**config.mk**
```make
export PLATFORM = sky130hd
export DESIGN_NAME = trig_sel_sequencer
export DESIGN_NICKNAME = d
export VERILOG_FILES = /design/src/rtl/selseq_pkg.sv /design/src/rtl/selseq_tmr_reg.sv /design/src/rtl/selseq_trig_detect.sv /design/src/rtl/selseq_phase_ctr.sv /design/src/rtl/trig_sel_sequencer.sv
export SDC_FILE = /design/constraint.sdc
export NUM_CORES = 1
export LEC_CHECK = 0
export BUFFER_PORTS_ARGS = -buffer_cell sky130_fd_sc_hd__buf_2
export CORE_MARGIN = 2
export CORE_UTILIZATION = 53
export CTS_CLUSTER_SIZE = 8
export DETAILED_ROUTE_END_ITERATION = 10
export PLACE_DENSITY = 0.8
export SYNTH_ARGS = -nofsm -noshare
export SYNTH_HDL_FRONTEND = slang
export SYNTH_SLANG_ARGS = --single-unit
```
**constraint.sdc**
```tcl
create_clock -name clk -period 4.1 [get_ports clk]
set_input_delay 0.82 -clock clk [delete_from_list [all_inputs] [get_ports clk]]
set_output_delay 0.82 -clock clk [all_outputs]
set_load 0.05 [all_outputs]
```
**src/rtl/selseq_pkg.sv**
```systemverilog
package selseq_pkg;
   localparam int unsigned COPIES = 3;
   localparam int unsigned HIST_W = 3;
   localparam logic [HIST_W-1:0] SYNC_PATTERN = 3'b101;

   function automatic logic vote3(input logic a, input logic b, input logic c);
      return (a & b) | (a & c) | (b & c);
   endfunction
endpackage

```
**src/rtl/selseq_tmr_reg.sv**
```systemverilog
module selseq_tmr_reg
   import selseq_pkg::*;
#(
   parameter int unsigned W = 4
) (
   input  logic                clk,
   input  logic                rst_n,
   input  logic [W-1:0]        d,
   input  logic [COPIES*W-1:0] inj,
   output logic [W-1:0]        q,
   output logic                mismatch
);
   if (W < 1) begin : g_bad_width
      $error("selseq_tmr_reg: W must be at least 1");
   end

   logic [W-1:0] copy_q [COPIES];

   for (genvar k = 0; k < COPIES; k++) begin : g_copy
      always_ff @(posedge clk or negedge rst_n) begin
         if (!rst_n) copy_q[k] <= '0;
         else        copy_q[k] <= d ^ inj[k*W +: W];
      end
   end

   for (genvar b = 0; b < W; b++) begin : g_vote
      assign q[b] = vote3(copy_q[0][b], copy_q[1][b], copy_q[2][b]);
   end

   assign mismatch = |((copy_q[0] ^ copy_q[1]) | (copy_q[0] ^ copy_q[2]));
endmodule

```
**src/rtl/selseq_trig_detect.sv**
```systemverilog
module selseq_trig_detect
   import selseq_pkg::*;
(
   input  logic              trig,
   input  logic [HIST_W-1:0] hist_q,
   output logic [HIST_W-1:0] hist_d,
   output logic              match
);
   assign hist_d = {hist_q[HIST_W-2:0], trig};
   assign match  = (hist_q == SYNC_PATTERN);
endmodule

```
**src/rtl/selseq_phase_ctr.sv**
```systemverilog
module selseq_phase_ctr #(
   parameter int unsigned CNT_W = 2
) (
   input  logic [CNT_W-1:0] cnt_q,
   input  logic             load,
   input  logic             phase_n,
   input  logic             mode_n,
   output logic [CNT_W-1:0] cnt_d,
   output logic             sel1,
   output logic             sel2
);
   localparam int unsigned PERIOD  = 2 ** CNT_W;
   localparam logic [CNT_W-1:0] HALF    = CNT_W'(PERIOD / 2);
   localparam logic [CNT_W-1:0] QUARTER = CNT_W'(PERIOD / 4);
   localparam logic [CNT_W-1:0] ONE     = CNT_W'(1);

   if (CNT_W < 2) begin : g_bad_width
      $error("selseq_phase_ctr: CNT_W must be at least 2");
   end

   logic [CNT_W-1:0] landing;
   logic [CNT_W-1:0] reload;

   always_comb begin
      landing = '0;
      if (!phase_n) landing = landing + HALF;
      if (!mode_n)  landing = landing + QUARTER;
      reload  = landing - ONE;
      cnt_d   = load ? reload : cnt_q + ONE;
   end

   assign sel1 = (cnt_q < HALF);
   assign sel2 = (cnt_q >= HALF);
endmodule

```
**src/rtl/trig_sel_sequencer.sv**
```systemverilog
module trig_sel_sequencer
   import selseq_pkg::*;
#(
   parameter int unsigned CNT_W = 2
) (
   input  logic                                clk,
   input  logic                                rst_n,
   input  logic                                trig_i,
   input  logic                                phase_n_i,
   input  logic                                mode_n_i,
   input  logic [COPIES*(CNT_W+HIST_W)-1:0]    upset_inj_i,
   output logic                                sel1_o,
   output logic                                sel2_o,
   output logic                                copy_mismatch_o
);
   localparam int unsigned ST_W = CNT_W + HIST_W;

   logic [HIST_W-1:0] hist_q, hist_d;
   logic [CNT_W-1:0]  cnt_q, cnt_d;
   logic [ST_W-1:0]   st_q, st_d;
   logic              sync_match;

   assign st_d   = {cnt_d, hist_d};
   assign hist_q = st_q[HIST_W-1:0];
   assign cnt_q  = st_q[ST_W-1:HIST_W];

   selseq_trig_detect u_detect (
      .trig   (trig_i),
      .hist_q (hist_q),
      .hist_d (hist_d),
      .match  (sync_match)
   );

   selseq_phase_ctr #(.CNT_W(CNT_W)) u_ctr (
      .cnt_q   (cnt_q),
      .load    (sync_match),
      .phase_n (phase_n_i),
      .mode_n  (mode_n_i),
      .cnt_d   (cnt_d),
      .sel1    (sel1_o),
      .sel2    (sel2_o)
   );

   selseq_tmr_reg #(.W(ST_W)) u_state (
      .clk      (clk),
      .rst_n    (rst_n),
      .d        (st_d),
      .inj      (upset_inj_i),
      .q        (st_q),
      .mismatch (copy_mismatch_o)
   );
endmodule

```
# == Yosys cells after proc, flatten, opt, wreduce, memory -nomap -nowiden ==
# Index checks and enable logic that the tools add are counted.
# totals
regBits,15
inputBits,20
output_inout_bits,3
word_cells,44
# classes
n_addsub,3
order_cmp,2
n_eq_ne,1
n_mux,3
n_bitwise,31
reduce_logical,1
# ops
cell,n
5-bit XOR,5
1-bit AND,15
1-bit bitwise OR,10
2-bit two-way mux,3
5-bit bitwise OR,1
5-bit OR reduction,1
2-bit by 1-bit adder with 2-bit output (second input constant),2
3-bit equality test (second input constant),1
2-bit >= comparator (second input constant),1
2-bit less-than comparator (second input constant),1
2-bit by 1-bit subtractor with 2-bit output (second input constant),1

# == Depth between registers and ports, before layout ==
# Gate-level depths: netlist of the first run.
# depth
word_depth,6
ltp_mapped,6
mapped_depth_nobuf,6

# == By module ==
# A second synthesis of the first run with hierarchy kept.
# hier_totals
hier_cells,60
area_unflattened_um2,788.3
# by_module_without_submodules
module,instances,cells_each,area_each_um2
selseq_tmr_reg,1,49,696.9
selseq_phase_ctr,1,7,60.1
selseq_trig_detect,1,4,31.3

# == Worst setup path after synthesis of the first run ==
# Ideal clock, no wire load.
# synth_path
kind,flip-flop to output port
from,register u_state.copy_q[9] (netlist bit)
to,output port sel2_o
arrival_time_ns,2.580
slack_ns,0.700
path_stages_with_launch,6
path_buffers,0
path_cell_list,dfrtp_1 > ha_1 > a211oi_1 > inv_1 > ha_1 > nand2b_1
# synth_between
elab_chain_len,4
# synth_lines
item,line,source
from (decl),selseq_tmr_reg.sv:17,logic [W-1:0] copy_q [COPIES];
"from (signal, indexed assignment)",selseq_tmr_reg.sv:22,else copy_q[k] <= d ^ inj[k*W +: W];
1-bit AND,selseq_pkg.sv:7,return (a & b) | (a & c) | (b & c);
1-bit bitwise OR,selseq_pkg.sv:7,
1-bit bitwise OR (*),selseq_pkg.sv:7,
2-bit >= comparator (*),selseq_phase_ctr.sv:33,assign sel2 = (cnt_q >= HALF);
to (decl),trig_sel_sequencer.sv:13,"output logic sel2_o,"
# Mark *: on every way between the ends. The rest lies on a longest branch, timed or not.

# == Worst setup path in the final report of the first run ==
# Same ends and word-level chain as after synthesis.

==> results of run 1 <==
==> power by group <==
part | switching, mW | internal [mW] | leakage (nW)
clock | 0.0443 | 0.0362 | 0.0177
sequential | 0.0336 | 0.206 | 0.175
combinational | 0.216 | 0.159 | 0.252
==> kinds of logic after synthesis <==
family,share of synthesized area [%]
XOR/XNOR,17.75
flip-flops,47.54
adder cells (fa/ha/maj),17.43
AND/OR/NAND/NOR,5.863
AO/OA/AOI/OAI,7.924
multiplexers,3.011
buffers and inverters,0.4750
==> stage by stage <==
step / cell area (um^2) / cells
final: 945.9 / 97
after global routing: 945.9 / 97
after CTS: 945.9 / 97
after detailed placement: 918.4 / 93
after global placement: 918.4 / 93
after floorplan: 789.5 / 56
==> per-layer routing <==
metal | global-route usage (%) | part of all wire (%)
met1 | 13.30 | 38
met2 | 23.69 | 54
met3 | 5.603 | 5.1
met4 | 11.25 | 2.7
met5 | 0 | 0
==> synthesized netlist by cell type <==
master	count	area, um^2
dfrtp_1	15	375.4
ha_1	11	137.6
xnor2_1	9	78.83
xor2_1	7	61.31
a211oi_1	3	22.52
a211oi_4	2	40.04
nor4_1	2	12.51
inv_1	1	3.750
mux2i_1	1	10.01
mux2i_2	1	13.76
nand2b_1	1	6.260
nand3_1	1	5.000
nor2_1	1	3.750
nor3b_4	1	18.77
==> worst max-delay path by stage <==
| stage | slack (ns) | start | end | depth (start not counted) |
|---|---|---|---|---|
| 2_1_floorplan | 0.70 | u_state.copy_q[9] | sel2_o | 5 |
| 3_3_place_gp | 1.81 | u_state.copy_q[9] | sel2_o | 6 |
| 3_5_place_dp | 1.76 | u_state.copy_q[9] | sel2_o | 6 |
| 4_1_cts | 1.44 | u_state.copy_q[9] | sel2_o | 6 |
| 5_1_grt | 1.36 | u_state.copy_q[9] | sel2_o | 6 |
| 6_report | 1.48 | u_state.copy_q[9] | sel2_o | 6 |
==> area by class of cell <==
type	instances	share of cell area, %
multi-input combinational	40	43.39
clock inverter	1	0.5291
timing repair buffer	22	11.64
inverter	1	0.3968
tap	15	1.984
sequential	15	39.68
clock buffer	3	2.381
==> worst register-to-register path: cells and delay by family (launching register included) <==
kind | cells | cell delay [ns]
DFF | 1 | 0.42
AOI/OAI and AO/OA | 1 | 0.34
muxes | 1 | 0.40
xor gates and xnor gates | 1 | 0.17
adders and majority gates | 1 | 0.25
and+or+nand+nor | 1 | 0.30
==> impl_metrics.tcl, run 1 <==
set metrics [dict create \
    outcome "finished, final reports clean" \
    worstSetupEndpointType "primary output" \
    grt_max_degree 16 \
    fin_crit_sh_pct 63.89 \
    final_nets 114 \
    routed_wl_um 1048 \
    grt_usage_pct 14.08 \
    insertion_delay_ns 0.28 \
    initial_core_util_pct 58.48 \
    peakVddDrop_mv 0.3892 \
    cts_resized 0 \
    synth_cell_type_count 14 \
    utilization_pct 70.06 \
    syn_area_per_cell_um2 14.10 \
    postRouteAntennaNets 0 \
    slew_violations 0 \
    final_common_cell "buf_2" \
    clkTransAtPathRegs_ns 0.09 \
    critPathTopFamily "flip-flops" \
    cts_hold_buf 0 \
    worst_pin_slew_ns 0.3697 \
    pre_cts_ws_ns 1.764 \
    nFillCells 100 \
    core-area_um2 1350 \
    critical_path.slowest_cell "dfrtp_1" \
    crit_arrival_ns 1.80 \
    regArea_um2 375.4 \
    synth_warnings 0 \
    clkSinkCount 15 \
    postSynthCellCount 56 \
    grt_pass1_vias 455 \
    slowest_delay_ns 0.39 \
    numPortBuffers 22 \
    n_antenna_cell 0 \
    skew_ns 0.005240 \
    max_freq_mhz 381.7 \
    dr.first_iter.drc_count 5 \
    synth_nets 87 \
    drc 0 \
    largest_register_ffs 15 \
    hpwl_um 921.8 \
    cpMostUsedCell "ha_1" \
    cts.htree.levels 1 \
    ff2ff_setup_slack_ns 2.16 \
    rows 13 \
    gp_congestion 0.6364 \
    p_total_uw 695.7 \
    final_hold_viol_count 0 \
    r2r_end "u_state.copy_q[8]" \
    syn_to_final_growth_pct 19.81 \
    hold_path.class "in2async" \
    cp.required_ns 3.28 \
    die_y_um 42.60 \
    leakagePower_nw 0.4447 \
    drt-vias-per-instance 5.144 \
    root_buffer "clkbuf_4" \
    postCtsSetupBuffers 0 \
    wl_per_cell_um 10.80 \
    relSlewSlack_pct 74.65 \
    r2r_cells 5 \
    cp-start-kind "register" \
    final_cell_mix "buf_2, dfrtp_1, ha_1" \
    worst_slack_ns 1.480 \
    grt_setup_unrepaired "no" \
    gr-total-overflow 0 \
    cts_buffers 3 \
    cts_tree "yes" \
    netlist_area_um2 789.5 \
    setup_tns_ns 0 \
    die_w_um 42.60 \
    max_cap_violations 0 \
    drive_gt1_share_pct 36.59 \
    seq_area_frac_synth_pct 47.54 \
    multiInputGateArea_um2 410.4 \
    vias 499 \
    cp_max_fo 3 \
    critical_path_class "reg2out" \
    fin_hold_ws_ns 0.4162 \
    worstReg2RegStart "u_state.copy_q[6]" \
    synth_seq_cells 15 \
    clk_path_buf_depth 2 \
    finalCriticalPeriod_ns 2.620 \
    die_area_um2 1814 \
    io_pins 23 \
    crit_chain "ha_1 -> a211oi_1 -> inv_1 -> ha_1 -> nand2b_1 -> buf_2" \
    setup_viol 0 \
    reg_top3 "u_state.copy_q x15" \
    path_buf_inv 2 \
    p_per_area_nw_per_um2 735.5 \
    largest_register "u_state.copy_q" \
    drtPass1Iterations 2 \
    grt_pass1_wl_um 1759 \
    grt_antenna_before_repair 0 \
]
No activity file was read; power rests on OpenSTA's default activity.
==> run 2, diff against run 1 <==
--- a/config.mk
+++ b/config.mk
@@ -5,12 +5,14 @@
 export SDC_FILE = /design/constraint.sdc
 export NUM_CORES = 1
 export LEC_CHECK = 0
+export ABC_AREA = 1
 export BUFFER_PORTS_ARGS = -buffer_cell sky130_fd_sc_hd__buf_2
+export CORE_ASPECT_RATIO = 0.75
 export CORE_MARGIN = 2
-export CORE_UTILIZATION = 53
+export CORE_UTILIZATION = 52
 export CTS_CLUSTER_SIZE = 8
 export DETAILED_ROUTE_END_ITERATION = 10
-export PLACE_DENSITY = 0.8
+export PLACE_DENSITY = 0.77
 export SYNTH_ARGS = -nofsm -noshare
 export SYNTH_HDL_FRONTEND = slang
 export SYNTH_SLANG_ARGS = --single-unit
==> constraint.sdc (replaced) <==
create_clock -name clk -period 2.65 [get_ports clk]
set_input_delay 0.53 -clock clk [delete_from_list [all_inputs] [get_ports clk]]
set_output_delay 0.53 -clock clk [all_outputs]
set_load 0.05 [all_outputs]
==> impl_metrics.tcl, run 2 <==
set metrics [dict create \
    routed_wl_um 1775 \
    die_area_um2 2198 \
    slew_violations 0 \
    n_antenna_cell 0 \
    ys_top_cells_by_count "nand2_1, dfrtp_1, nand3_1" \
    dr.first_iter.drc_count 10 \
    finalCriticalPeriod_ns 2.302 \
    cp-start-kind "register" \
    drtPass1Iterations 5 \
    clkSinkCount 15 \
    max_freq_mhz 434.4 \
    wl_per_cell_um 11.83 \
    leakagePower_nw 0.6095 \
    synthMuxAreaShare_pct 0 \
    grt_max_degree 16 \
    netlist_area_um2 954.7 \
    synth_compound_area_share_pct 0 \
    reg_top3 "u_state.copy_q x15" \
    seq_area_frac_synth_pct 39.32 \
    grt_antenna_before_repair 0 \
    grt_setup_unrepaired "no" \
    cts_hold_buf 0 \
    worst_pin_slew_ns 0.3227 \
    synth_warnings 0 \
    synth_xor_area_share_pct 8.257 \
    core-area_um2 1724 \
    final_cell_mix "buf_2, nand2_1, nand3_1, dfrtp_1, inv_1" \
    outcome "finished, final reports clean" \
    max_cap_violations 0 \
    r2r_end "u_state.copy_q[4]" \
    synth_nets 133 \
    synthArstFlopShare_pct 100.0 \
    vias 752 \
    syn_area_per_cell_um2 9.359 \
    cts.htree.levels 1 \
    crit_arrival_ns 1.77 \
    cp_max_fo 3 \
    cp.required_ns 2.12 \
    postRouteAntennaNets 0 \
    clkTransAtPathRegs_ns 0.08 \
    final_cell_count_no_fill 150 \
    initial_core_util_pct 55.37 \
    largest_register "u_state.copy_q" \
    drive_gt1_share_pct 29.69 \
    syn_to_final_growth_pct 17.17 \
    hpwl_um 1481 \
    nFillCells 142 \
    largest_register_ffs 15 \
    pre_cts_ws_ns 0.6640 \
    cts_buffers 3 \
    clk_path_buf_depth 2 \
    setup_tns_ns 0 \
    synth_seq_cells 15 \
    peakVddDrop_mv 1.037 \
    relSlewSlack_pct 78.49 \
    grt_usage_pct 20.10 \
    ff2ff_setup_slack_ns 1.13 \
    grt_pass1_vias 726 \
    numPortBuffers 22 \
    grt_pass1_wl_um 2925 \
    setup_viol 0 \
    drc 0 \
    postCtsSetupBuffers 0 \
    worst_slack_ns 0.3482 \
    gr-total-overflow 0 \
    rows 13 \
    hold_path.class "in2async" \
    synth_area_leaders "dfrtp_1, ha_1, xor2_1, nand3_1, nand2_1" \
    synth_flop_cell "dfrtp_1" \
    die_w_um 53.48 \
    drt-vias-per-instance 5.013 \
    cts_tree "yes" \
    final_nets 160 \
    synth_top_family_by_area "simple AND/OR/NAND/NOR gates" \
    fin_crit_sh_pct 86.86 \
    worstSetupEndpointType "primary output" \
    synth_top_area_share_pct 39.32 \
    r2r_cells 9 \
    worstReg2RegStart "u_state.copy_q[8]" \
    skew_ns 0.001361 \
    synth-adder-area-share_pct 14.42 \
    synth_cell_type_count 17 \
    yosys.area_share.simple_pct 31.19 \
    root_buffer "clkbuf_4" \
    gp_congestion 0.6987 \
    postSynthCellCount 102 \
    placed_cells 146 \
    die_y_um 41.11 \
    synth-edff-count 0 \
    io_pins 23 \
    critical_path_class "reg2out" \
    synth_top_cell_by_area "dfrtp_1" \
    cts_resized 0 \
    insertion_delay_ns 0.29 \
    final_common_cell "buf_2" \
    synth.most_common_cell "nand2_1" \
    final_hold_viol_count 0 \
    p_per_area_nw_per_um2 1123 \
]
-- run 2: worst max-delay path, cell delays in order (launching register included) --
cell and delay (ns):
dfrtp_1 0.41, ha_1 0.19, inv_1 0.06, nand3_1 0.12, ha_1 0.22, or2_2 0.28
buf_2 0.21
-- run 2: kinds of logic after synthesis --
kind of cell | Yosys count
buf+inv | 16
fa+ha+maj | 11
simple gates | 51
flops | 15
xor+xnor | 9
-- run 2: worst max path at each step --
stage                            start         endpoint  slack [ns]  depth (start not counted)
floorplan            u_state.copy_q[1]  copy_mismatch_o        0.79                          3
global placement     u_state.copy_q[9]           sel2_o        0.72                          6
detailed placement  u_state.copy_q[14]           sel2_o        0.66                          6
CTS                  u_state.copy_q[4]           sel2_o        0.34                          6
global route         u_state.copy_q[9]           sel2_o        0.26                          6
finish              u_state.copy_q[14]           sel2_o        0.35                          6
-- run 2: layer usage --
layer / vias to the layer above / GRT usage [%] / share of wire [%]
met2: 25 / 36.11 / 51
li1: 383 / - / -
met3: 7 / 2.555 / 3.7
met1: 337 / 23.23 / 43
met4: 0 / 13.46 / 2.9
met5: - / 0 / 0
-- run 2: per-stage QoR --
| step | hold slack (ns) | total power, mW | cell area (um^2) | utilization [%] |
|---|---|---|---|---|
| final | 0.1256 | 1.257 | 1119 | 64.88 |
| after global routing | 0.1522 | 1.387 | 1119 | 64.88 |
| after CTS | 0.1340 | 1.271 | 1119 | 64.88 |
| after detailed placement | 0.4483 | 1.135 | 1092 | 63.35 |
| after global placement | 0.4429 | 1.093 | 1092 | 63.35 |
| after floorplan | 0.2344 | 0.9629 | 954.7 | - |
-- run 2: layout make-up --
| type | count | area, um^2 | share of cell area, % |
|---|---|---|---|
| Tap cell | 22 | 27.53 | 2.461 |
| Clock buffer | 4 | 26.28 | 2.349 |
| Sequential cell | 15 | 375.4 | 33.56 |
| Inverter | 16 | 65.06 | 5.817 |
| Timing Repair Buffer | 22 | 110.1 | 9.843 |
| Multi-Input combinational cell | 71 | 514.2 | 45.97 |
-- run 2: report_power, final --
part | internal [mW] | switching, mW | total [mW] | leakage, nW
Clock | 0.0586 | 0.0719 | 0.131 | 0.0150
Sequential | 0.315 | 0.0470 | 0.362 | 0.176
Combinational | 0.270 | 0.494 | 0.764 | 0.419
Total | 0.644 | 0.613 | 1.26 | 0.610
